[src/rtl/nvrom_pkg.sv]
package nvrom_pkg;
  localparam int NV_BANKS     = 8;
  localparam int NV_BANK_BYTES = 16;
  localparam int NV_BYTE_W    = 8;
  localparam int NV_TOTAL_W   = NV_BANKS * NV_BANK_BYTES * NV_BYTE_W;

  typedef enum logic [1:0] {
    SEQ_IDLE,
    SEQ_ERASE,
    SEQ_WRITE,
    SEQ_DONE
  } seq_state_t;

  // Default retained contents: byte at address a holds a ^ 8'hA5.
  function automatic logic [NV_TOTAL_W-1:0] default_image();
    logic [NV_TOTAL_W-1:0] img;
    img = '0;
    for (int a = 0; a < NV_BANKS * NV_BANK_BYTES; a++) begin
      img[a*NV_BYTE_W +: NV_BYTE_W] = 8'(a) ^ 8'hA5;
    end
    return img;
  endfunction
endpackage

[src/rtl/nvrom_store.sv]
module nvrom_store #(
  parameter int BANKS      = 8,
  parameter int BANK_BYTES = 16,
  parameter int BYTE_W     = 8,
  parameter logic [BANKS*BANK_BYTES*BYTE_W-1:0] INIT = '0,
  localparam int BANK_W = BANK_BYTES * BYTE_W,
  localparam int BAW    = $clog2(BANKS),
  localparam int BYW    = $clog2(BANK_BYTES)
) (
  input  logic              clk,
  input  logic              rst_n,
  input  logic              erase_en,
  input  logic              wr_en,
  input  logic [BAW-1:0]    sel_bank,
  input  logic [BANK_W-1:0] wr_img,
  input  logic [BAW-1:0]    rd_bank,
  input  logic [BYW-1:0]    rd_byte,
  output logic [BYTE_W-1:0] rd_byte_data
);
  logic [BANK_W-1:0] bank_q [BANKS];

  for (genvar b = 0; b < BANKS; b++) begin : g_bank
    always_ff @(posedge clk or negedge rst_n) begin
      if (!rst_n) begin
        bank_q[b] <= INIT[b*BANK_W +: BANK_W];
      end else if (erase_en && (sel_bank == BAW'(b))) begin
        bank_q[b] <= '1;
      end else if (wr_en && (sel_bank == BAW'(b))) begin
        bank_q[b] <= wr_img;
      end
    end
  end

  logic [BANK_W-1:0] rd_row;
  always_comb begin
    rd_row       = bank_q[rd_bank];
    rd_byte_data = rd_row[rd_byte*BYTE_W +: BYTE_W];
  end
endmodule

[src/rtl/nvrom_prog_seq.sv]
module nvrom_prog_seq
  import nvrom_pkg::*;
#(
  parameter int BANKS     = 8,
  parameter int BANK_W    = 128,
  parameter int ERASE_CYC = 4,
  parameter int WRITE_CYC = 3,
  localparam int BAW = $clog2(BANKS),
  localparam int MAXC = (ERASE_CYC > WRITE_CYC) ? ERASE_CYC : WRITE_CYC,
  localparam int CW  = $clog2(MAXC + 1)
) (
  input  logic              clk,
  input  logic              rst_n,
  input  logic              start,
  input  logic [BANKS-1:0]  mask,
  input  logic [BAW-1:0]    bank,
  input  logic [BANK_W-1:0] image,
  output logic              busy,
  output logic              done,
  output logic              erase_en,
  output logic              wr_en,
  output logic [BAW-1:0]    cur_bank,
  output logic [BANK_W-1:0] img_q,
  output logic [BANKS-1:0]  lock
);
  seq_state_t        state_q;
  logic [BANKS-1:0]  pend_q, eff_mask, rest;
  logic [CW-1:0]     cnt_q;

  function automatic logic [BAW-1:0] lowest(input logic [BANKS-1:0] v);
    logic [BAW-1:0] r;
    r = '0;
    for (int i = BANKS - 1; i >= 0; i--) begin
      if (v[i]) r = BAW'(i);
    end
    return r;
  endfunction

  always_comb begin
    eff_mask = (mask != '0) ? mask : (BANKS'(1) << bank);
    rest     = pend_q & ~(BANKS'(1) << cur_bank);
  end

  always_ff @(posedge clk or negedge rst_n) begin
    if (!rst_n) begin
      state_q  <= SEQ_IDLE;
      pend_q   <= '0;
      cur_bank <= '0;
      cnt_q    <= '0;
      img_q    <= '0;
    end else begin
      unique case (state_q)
        SEQ_IDLE: begin
          if (start) begin
            pend_q   <= eff_mask;
            cur_bank <= lowest(eff_mask);
            cnt_q    <= '0;
            img_q    <= image;
            state_q  <= SEQ_ERASE;
          end
        end
        SEQ_ERASE: begin
          if (cnt_q == CW'(ERASE_CYC - 1)) begin
            cnt_q   <= '0;
            state_q <= SEQ_WRITE;
          end else begin
            cnt_q <= cnt_q + 1'b1;
          end
        end
        SEQ_WRITE: begin
          if (cnt_q == CW'(WRITE_CYC - 1)) begin
            cnt_q  <= '0;
            pend_q <= rest;
            if (rest != '0) begin
              cur_bank <= lowest(rest);
              state_q  <= SEQ_ERASE;
            end else begin
              state_q <= SEQ_DONE;
            end
          end else begin
            cnt_q <= cnt_q + 1'b1;
          end
        end
        SEQ_DONE: state_q <= SEQ_IDLE;
        default:  state_q <= SEQ_IDLE;
      endcase
    end
  end

  always_comb begin
    erase_en = (state_q == SEQ_ERASE);
    wr_en    = (state_q == SEQ_WRITE) && (cnt_q == CW'(WRITE_CYC - 1));
    busy     = (state_q == SEQ_ERASE) || (state_q == SEQ_WRITE);
    done     = (state_q == SEQ_DONE);
    lock     = busy ? (BANKS'(1) << cur_bank) : '0;
  end
endmodule

[src/rtl/nvrom_rdport.sv]
module nvrom_rdport #(
  parameter int BANKS  = 8,
  parameter int ADDR_W = 7,
  parameter int BYTE_W = 8,
  localparam int BAW = $clog2(BANKS),
  localparam int BYW = ADDR_W - BAW
) (
  input  logic              clk,
  input  logic              rst_n,
  input  logic [ADDR_W-1:0] addr,
  input  logic [BANKS-1:0]  lock,
  input  logic [BYTE_W-1:0] mem_byte,
  output logic [BAW-1:0]    rd_bank,
  output logic [BYW-1:0]    rd_byte,
  output logic [BYTE_W-1:0] data,
  output logic              valid
);
  logic [ADDR_W-1:0] addr_q;
  logic              rise_ph, fall_ph, ok_q;

  // Rising edge: capture address and flip the phase marker.
  always_ff @(posedge clk or negedge rst_n) begin
    if (!rst_n) begin
      addr_q  <= '0;
      rise_ph <= 1'b0;
    end else begin
      addr_q  <= addr;
      rise_ph <= ~rise_ph;
    end
  end

  assign rd_bank = addr_q[ADDR_W-1 -: BAW];
  assign rd_byte = addr_q[BYW-1:0];

  // Falling edge: present the byte and realign the phase marker.
  always_ff @(negedge clk or negedge rst_n) begin
    if (!rst_n) begin
      fall_ph <= 1'b0;
      ok_q    <= 1'b0;
      data    <= '1;
    end else begin
      fall_ph <= rise_ph;
      ok_q    <= ~lock[rd_bank];
      data    <= lock[rd_bank] ? '1 : mem_byte;
    end
  end

  assign valid = ok_q && (rise_ph == fall_ph);
endmodule

[src/rtl/nvrom_top.sv]
module nvrom_top
  import nvrom_pkg::*;
#(
  parameter int BANKS      = NV_BANKS,
  parameter int BANK_BYTES = NV_BANK_BYTES,
  parameter int BYTE_W     = NV_BYTE_W,
  parameter int ERASE_CYC  = 4,
  parameter int WRITE_CYC  = 3,
  parameter logic [BANKS*BANK_BYTES*BYTE_W-1:0] INIT_IMAGE = default_image(),
  localparam int BANK_W = BANK_BYTES * BYTE_W,
  localparam int BAW    = $clog2(BANKS),
  localparam int BYW    = $clog2(BANK_BYTES),
  localparam int ADDR_W = BAW + BYW
) (
  input  logic              clk_i,
  input  logic              rst_ni,
  input  logic [ADDR_W-1:0] rd_addr_i,
  output logic [BYTE_W-1:0] rd_data_o,
  output logic              rd_valid_o,
  input  logic              prog_start_i,
  input  logic [BANKS-1:0]  prog_mask_i,
  input  logic [BAW-1:0]    prog_bank_i,
  input  logic [BANK_W-1:0] prog_image_i,
  output logic              busy_o,
  output logic              done_o
);
  logic              erase_en, wr_en;
  logic [BAW-1:0]    cur_bank, rd_bank;
  logic [BYW-1:0]    rd_byte;
  logic [BANK_W-1:0] img_q;
  logic [BANKS-1:0]  bank_lock;
  logic [BYTE_W-1:0] mem_byte;

  nvrom_prog_seq #(
    .BANKS(BANKS), .BANK_W(BANK_W),
    .ERASE_CYC(ERASE_CYC), .WRITE_CYC(WRITE_CYC)
  ) u_seq (
    .clk(clk_i), .rst_n(rst_ni),
    .start(prog_start_i), .mask(prog_mask_i), .bank(prog_bank_i),
    .image(prog_image_i),
    .busy(busy_o), .done(done_o),
    .erase_en(erase_en), .wr_en(wr_en),
    .cur_bank(cur_bank), .img_q(img_q), .lock(bank_lock)
  );

  nvrom_store #(
    .BANKS(BANKS), .BANK_BYTES(BANK_BYTES), .BYTE_W(BYTE_W), .INIT(INIT_IMAGE)
  ) u_store (
    .clk(clk_i), .rst_n(rst_ni),
    .erase_en(erase_en), .wr_en(wr_en), .sel_bank(cur_bank), .wr_img(img_q),
    .rd_bank(rd_bank), .rd_byte(rd_byte), .rd_byte_data(mem_byte)
  );

  nvrom_rdport #(
    .BANKS(BANKS), .ADDR_W(ADDR_W), .BYTE_W(BYTE_W)
  ) u_rd (
    .clk(clk_i), .rst_n(rst_ni),
    .addr(rd_addr_i), .lock(bank_lock), .mem_byte(mem_byte),
    .rd_bank(rd_bank), .rd_byte(rd_byte),
    .data(rd_data_o), .valid(rd_valid_o)
  );
endmodule

[config.mk]
export PLATFORM = sky130hd
export DESIGN_NAME = nvrom_top
export DESIGN_NICKNAME = d
export VERILOG_FILES = /design/src/rtl/nvrom_pkg.sv /design/src/rtl/nvrom_store.sv /design/src/rtl/nvrom_prog_seq.sv /design/src/rtl/nvrom_rdport.sv /design/src/rtl/nvrom_top.sv
export SDC_FILE = /design/constraint.sdc
export NUM_CORES = 2
export LEC_CHECK = 0
export ABC_AREA = 0
export ABC_CLOCK_PERIOD_IN_PS = 2490
export BUFFER_PORTS_ARGS = -buffer_cell sky130_fd_sc_hd__buf_2
export CAP_MARGIN = 20
export CORE_AREA = 5 5 423 425
export DETAILED_ROUTE_END_ITERATION = 8
export DIE_AREA = 0 0 428 430
export HOLD_SLACK_MARGIN = 0.1
export SLEW_MARGIN = 20
export SYNTH_ARGS = -nofsm -noshare
export SYNTH_HDL_FRONTEND = slang
export SYNTH_SLANG_ARGS = --single-unit
[constraint.sdc]
create_clock -name clk_i -period 2.49 [get_ports clk_i]
set_input_delay 0.3735 -clock clk_i [delete_from_list [all_inputs] [get_ports clk_i]]
set_output_delay 0.3735 -clock clk_i [all_outputs]
set_load 0.01 [all_outputs]
==> results.yml <==
run_status:
  status: "finished with violations"
  violations: "setup timing"
drt:
  m1WireLength_mm: 65.3
  highest_layer: "met5"
  drc: 0
  wire_per_inst_microns: 19.7
  drt_first_iter_violations: 2742
  routed_wl_mm: 149
  ant_nets: 0
  dr_wl_met3_mm: 5.93
  vias: 37077
  route.met2.wl_mm: 73.3
  dr.pass1.iters: 5
  viasPerCell: 4.89
cts:
  clk_pin_slew_worst_paths_ns: 0.06
  cts_tree: "built"
  cts_buffers: 132
  max-clock-path-buffers: 3
  cts_sinks: 1186
  htree_levels: 4
  root_buffer: "clkbuf_16"
  clock_latency_ns: 0.76
logic_synthesis:
  ys_seq_area_share_pct: 58.5
  yosysTopAreaCellShare_pct: 29.5
  async_reset_ff_share_pct: 100
  avgSynthCellArea_sq_um: 11.1
  syn_inst: 4681
  synth_edf_count: 0
  synthTopCellsByArea: "dfstp_2 (29%), dfrtp_1 (29%), mux4_2 (8.7%), o21ai_0 (6.5%), nand2_1 (5.1%)"
  ys.flop_type: "dfrtp_1"
  ys_types: 64
  synth_top_cell_by_area: "dfstp_2"
  ys_ff_latch: 1186
  synth_area_sq_um: 52000
  synth.net_count: 4840
  yosysWarningCount: 0
floorplanning:
  die_y_microns: 430
  start_util_pct: 29.7
  dieWidth_microns: 428
  dieArea_sq_um: 184000
  rows: 154
  coreArea_sq_um: 175000
  ios: 160
grt:
  grt_pass1_wl_mm: 234
  grt_max_degree: 156
  antenna_found_initial: 4
  grt-ovfl-total: 0
  first_global_vias: 38247
  grtUsageTotal_pct: 16.0
placement:
  dp_cells: 7147
  hpwlAfterDp_mm: 99.2
  place_area_sq_um: 57800
  gp_congestion: 0.800
  io_buffer_count: 159
setup_path:
  rr_endpoint: "u_rd.data[0]"
  r2r_start: "u_rd.addr_q[4]"
  crit_arrival_ns: 3.33
  r2r_setup_slack_ns: -1.43
  start_kind: "flip-flop"
  crit_required_ns: 1.90
  worstRegToRegCells: 9
  crit_path_end_kind: "flip-flop"
  crit_start: "u_rd.addr_q[4]"
  cp-endpoint: "u_rd.data[0]"
  critPathMaxFanout: 6
  criticalPathCategory: "reg2reg"
final_layout:
  final_area_sq_um: 64800
  final_cells: 7582
  nNetsFinal: 5286
  final_util_pct: 37.0
  final_layout_size_suffix_gt1_share_pct: 33.0
  synthToLayoutAreaGrowth_pct: 24.5
  fillers: 17166
timing:
  hold_viol_final: 0
  tightest_slew_ns: 0.888
  slew_headroom_pct: 40.6
  fin_skew_ns: 0.0696
  rsz0062_at_grt: "true"
  setup_viol: 18
  slew_violations: 0
  tns_ns: -17.03
  setup_ws_ns: -1.43
worst_hold_path:
  hold_path_startpoint: "prog_start_i"
  min_delay_path_depth: 4
  min_path_type: "in2reg"
power_and_ir_drop:
  ir_worst_vdd_mv: 0.623
  power_density_nw_per_um2: 1270
  p_leak_nw: 27.1
job:
  maxCapViolCount: 0
-- logic make-up (layout without fill, tap and decap cells) --
family	Yosys count	after routing	synth area share [%]
mux	510	510	15.0
fa+ha+maj	10	10	0.241
other cells	0	3	0
simple gates	1322	1322	9.93
buf+inv	378	936	3.26
compound gates	1271	1271	13.0
xor+xnor	4	4	0.0674
flops	1186	1186	58.5
-- power by group --
| part | switching [mW] | internal, mW |
|---|---|---|
| combinational | 14.6 | 11.0 |
| clock | 8.30 | 11.8 |
| sequential | 5.28 | 31.4 |
| total | 28.2 | 54.3 |
-- state kept, by name, indices dropped and copies added (netlist names) --
name / count
u_seq.pend_q: 8
u_seq.cnt_q: 3
u_rd.addr_q: 7
u_rd.data: 8
u_store.bank_q: 1024
u_rd.ok_q: 1
u_seq.state_q: 2
u_rd.fall_ph: 1
u_rd.rise_ph: 1
u_seq.img_q: 128
u_seq.cur_bank: 3
-- per-layer routing --
metal	GRT usage, %	up-vias
met5	0	-
met4	5.43	2
met3	2.40	242
met2	27.0	816
met1	21.0	18768
li1	-	17249
-- repair_timing --
action / in CTS / in global routing
cloned: 5 / 3
setup endpoints to repair: 133 / 19
hold buffers: 154 / 0
pin swaps: 12 / 10
setup buffers: 12 / 6
gates resized for setup: 71 / 24
hold endpoints to repair: 364 / 0
-- worst max-delay path, stage by stage (launching register included) --
cell	delay, ns
dfrtp_4	0.51
buf_12	0.15
bufbuf_16	0.27
mux4_2	0.41
mux4_2	0.52
inv_4	0.12
o221ai_4	0.12
a41oi_2	0.25
buf_4	0.19
a21oi_1	0.04
-- stage by stage --
stage	setup WS [ns]	total power, mW	hold WS (ns)
finish	-1.43	82.5	0.156
global placement	-1.66	60.9	0.446
floorplan	-0.790	51.6	0.0779
CTS	-1.46	83.0	0.100
global route	-1.47	87.8	0.178
detailed placement	-1.69	61.9	0.457
-- final cells by class --
cell class	instances	area, sq um	share of cell area [%]
antenna	3	7.51	0.0116
inverter	18	73.8	0.114
clock inverter	56	663	1.02
clock buffer	198	3870	5.98
tap	2340	2930	4.52
timing repair buffer	664	6430	9.93
multi-input combinational	3117	20400	31.4
sequential	1186	30400	47.0
-- cell usage after synthesis (all sizes together), types with 3 or more instances --
| cell | count |
|---|---|
| a22oi | 21 |
| nor3 | 9 |
| nand3 | 8 |
| mux2i | 168 |
| o31ai | 9 |
| nand2 | 701 |
| dfstp | 584 |
| inv | 17 |
| xor2 | 3 |
| a221oi | 5 |
| mux2 | 141 |
| a21oi | 446 |
| a2111oi | 4 |
| or3 | 4 |
| ha | 10 |
| a31oi | 19 |
| o32ai | 10 |
| o21ai | 671 |
| o211ai | 6 |
| nand2b | 10 |
| o31a | 3 |
| mux4 | 201 |
| clkbuf | 254 |
| dfrtp | 600 |
| o22ai | 12 |
| and2 | 10 |
| o221ai | 6 |
| or2 | 6 |
| nor2 | 544 |
| nor2b | 21 |
| a41oi | 5 |
| a211oi | 33 |
| a21o | 3 |
| buf | 105 |
| a211o | 5 |
-- how the worst min path moves through the flow --
stage                        to
3_5_place_dp       u_rd.rise_ph
4_1_cts        u_seq.state_q[0]
5_1_grt         u_seq.pend_q[5]
2_1_floorplan    u_rd.addr_q[0]
6_report       u_seq.state_q[0]
3_3_place_gp       u_rd.rise_ph
-- cell usage in the layout (no fill, tap or decap), types with 20 or more instances in the layout --
| cell | instances |
|---|---|
| dfrtp_1 | 596 |
| buf_4 | 245 |
| clkbuf_8 | 32 |
| o21ai_0 | 670 |
| nor2_1 | 543 |
| nand2_1 | 691 |
| buf_12 | 87 |
| dlygate4sd3_1 | 154 |
| mux4_2 | 201 |
| mux2i_1 | 162 |
| a22oi_1 | 21 |
| a211oi_1 | 20 |
| clkbuf_16 | 135 |
| inv_1 | 21 |
| mux2_2 | 140 |
| a21oi_1 | 444 |
| buf_2 | 149 |
| clkbuf_1 | 34 |
| dfstp_2 | 584 |
(Power assumes the default switching activity.)
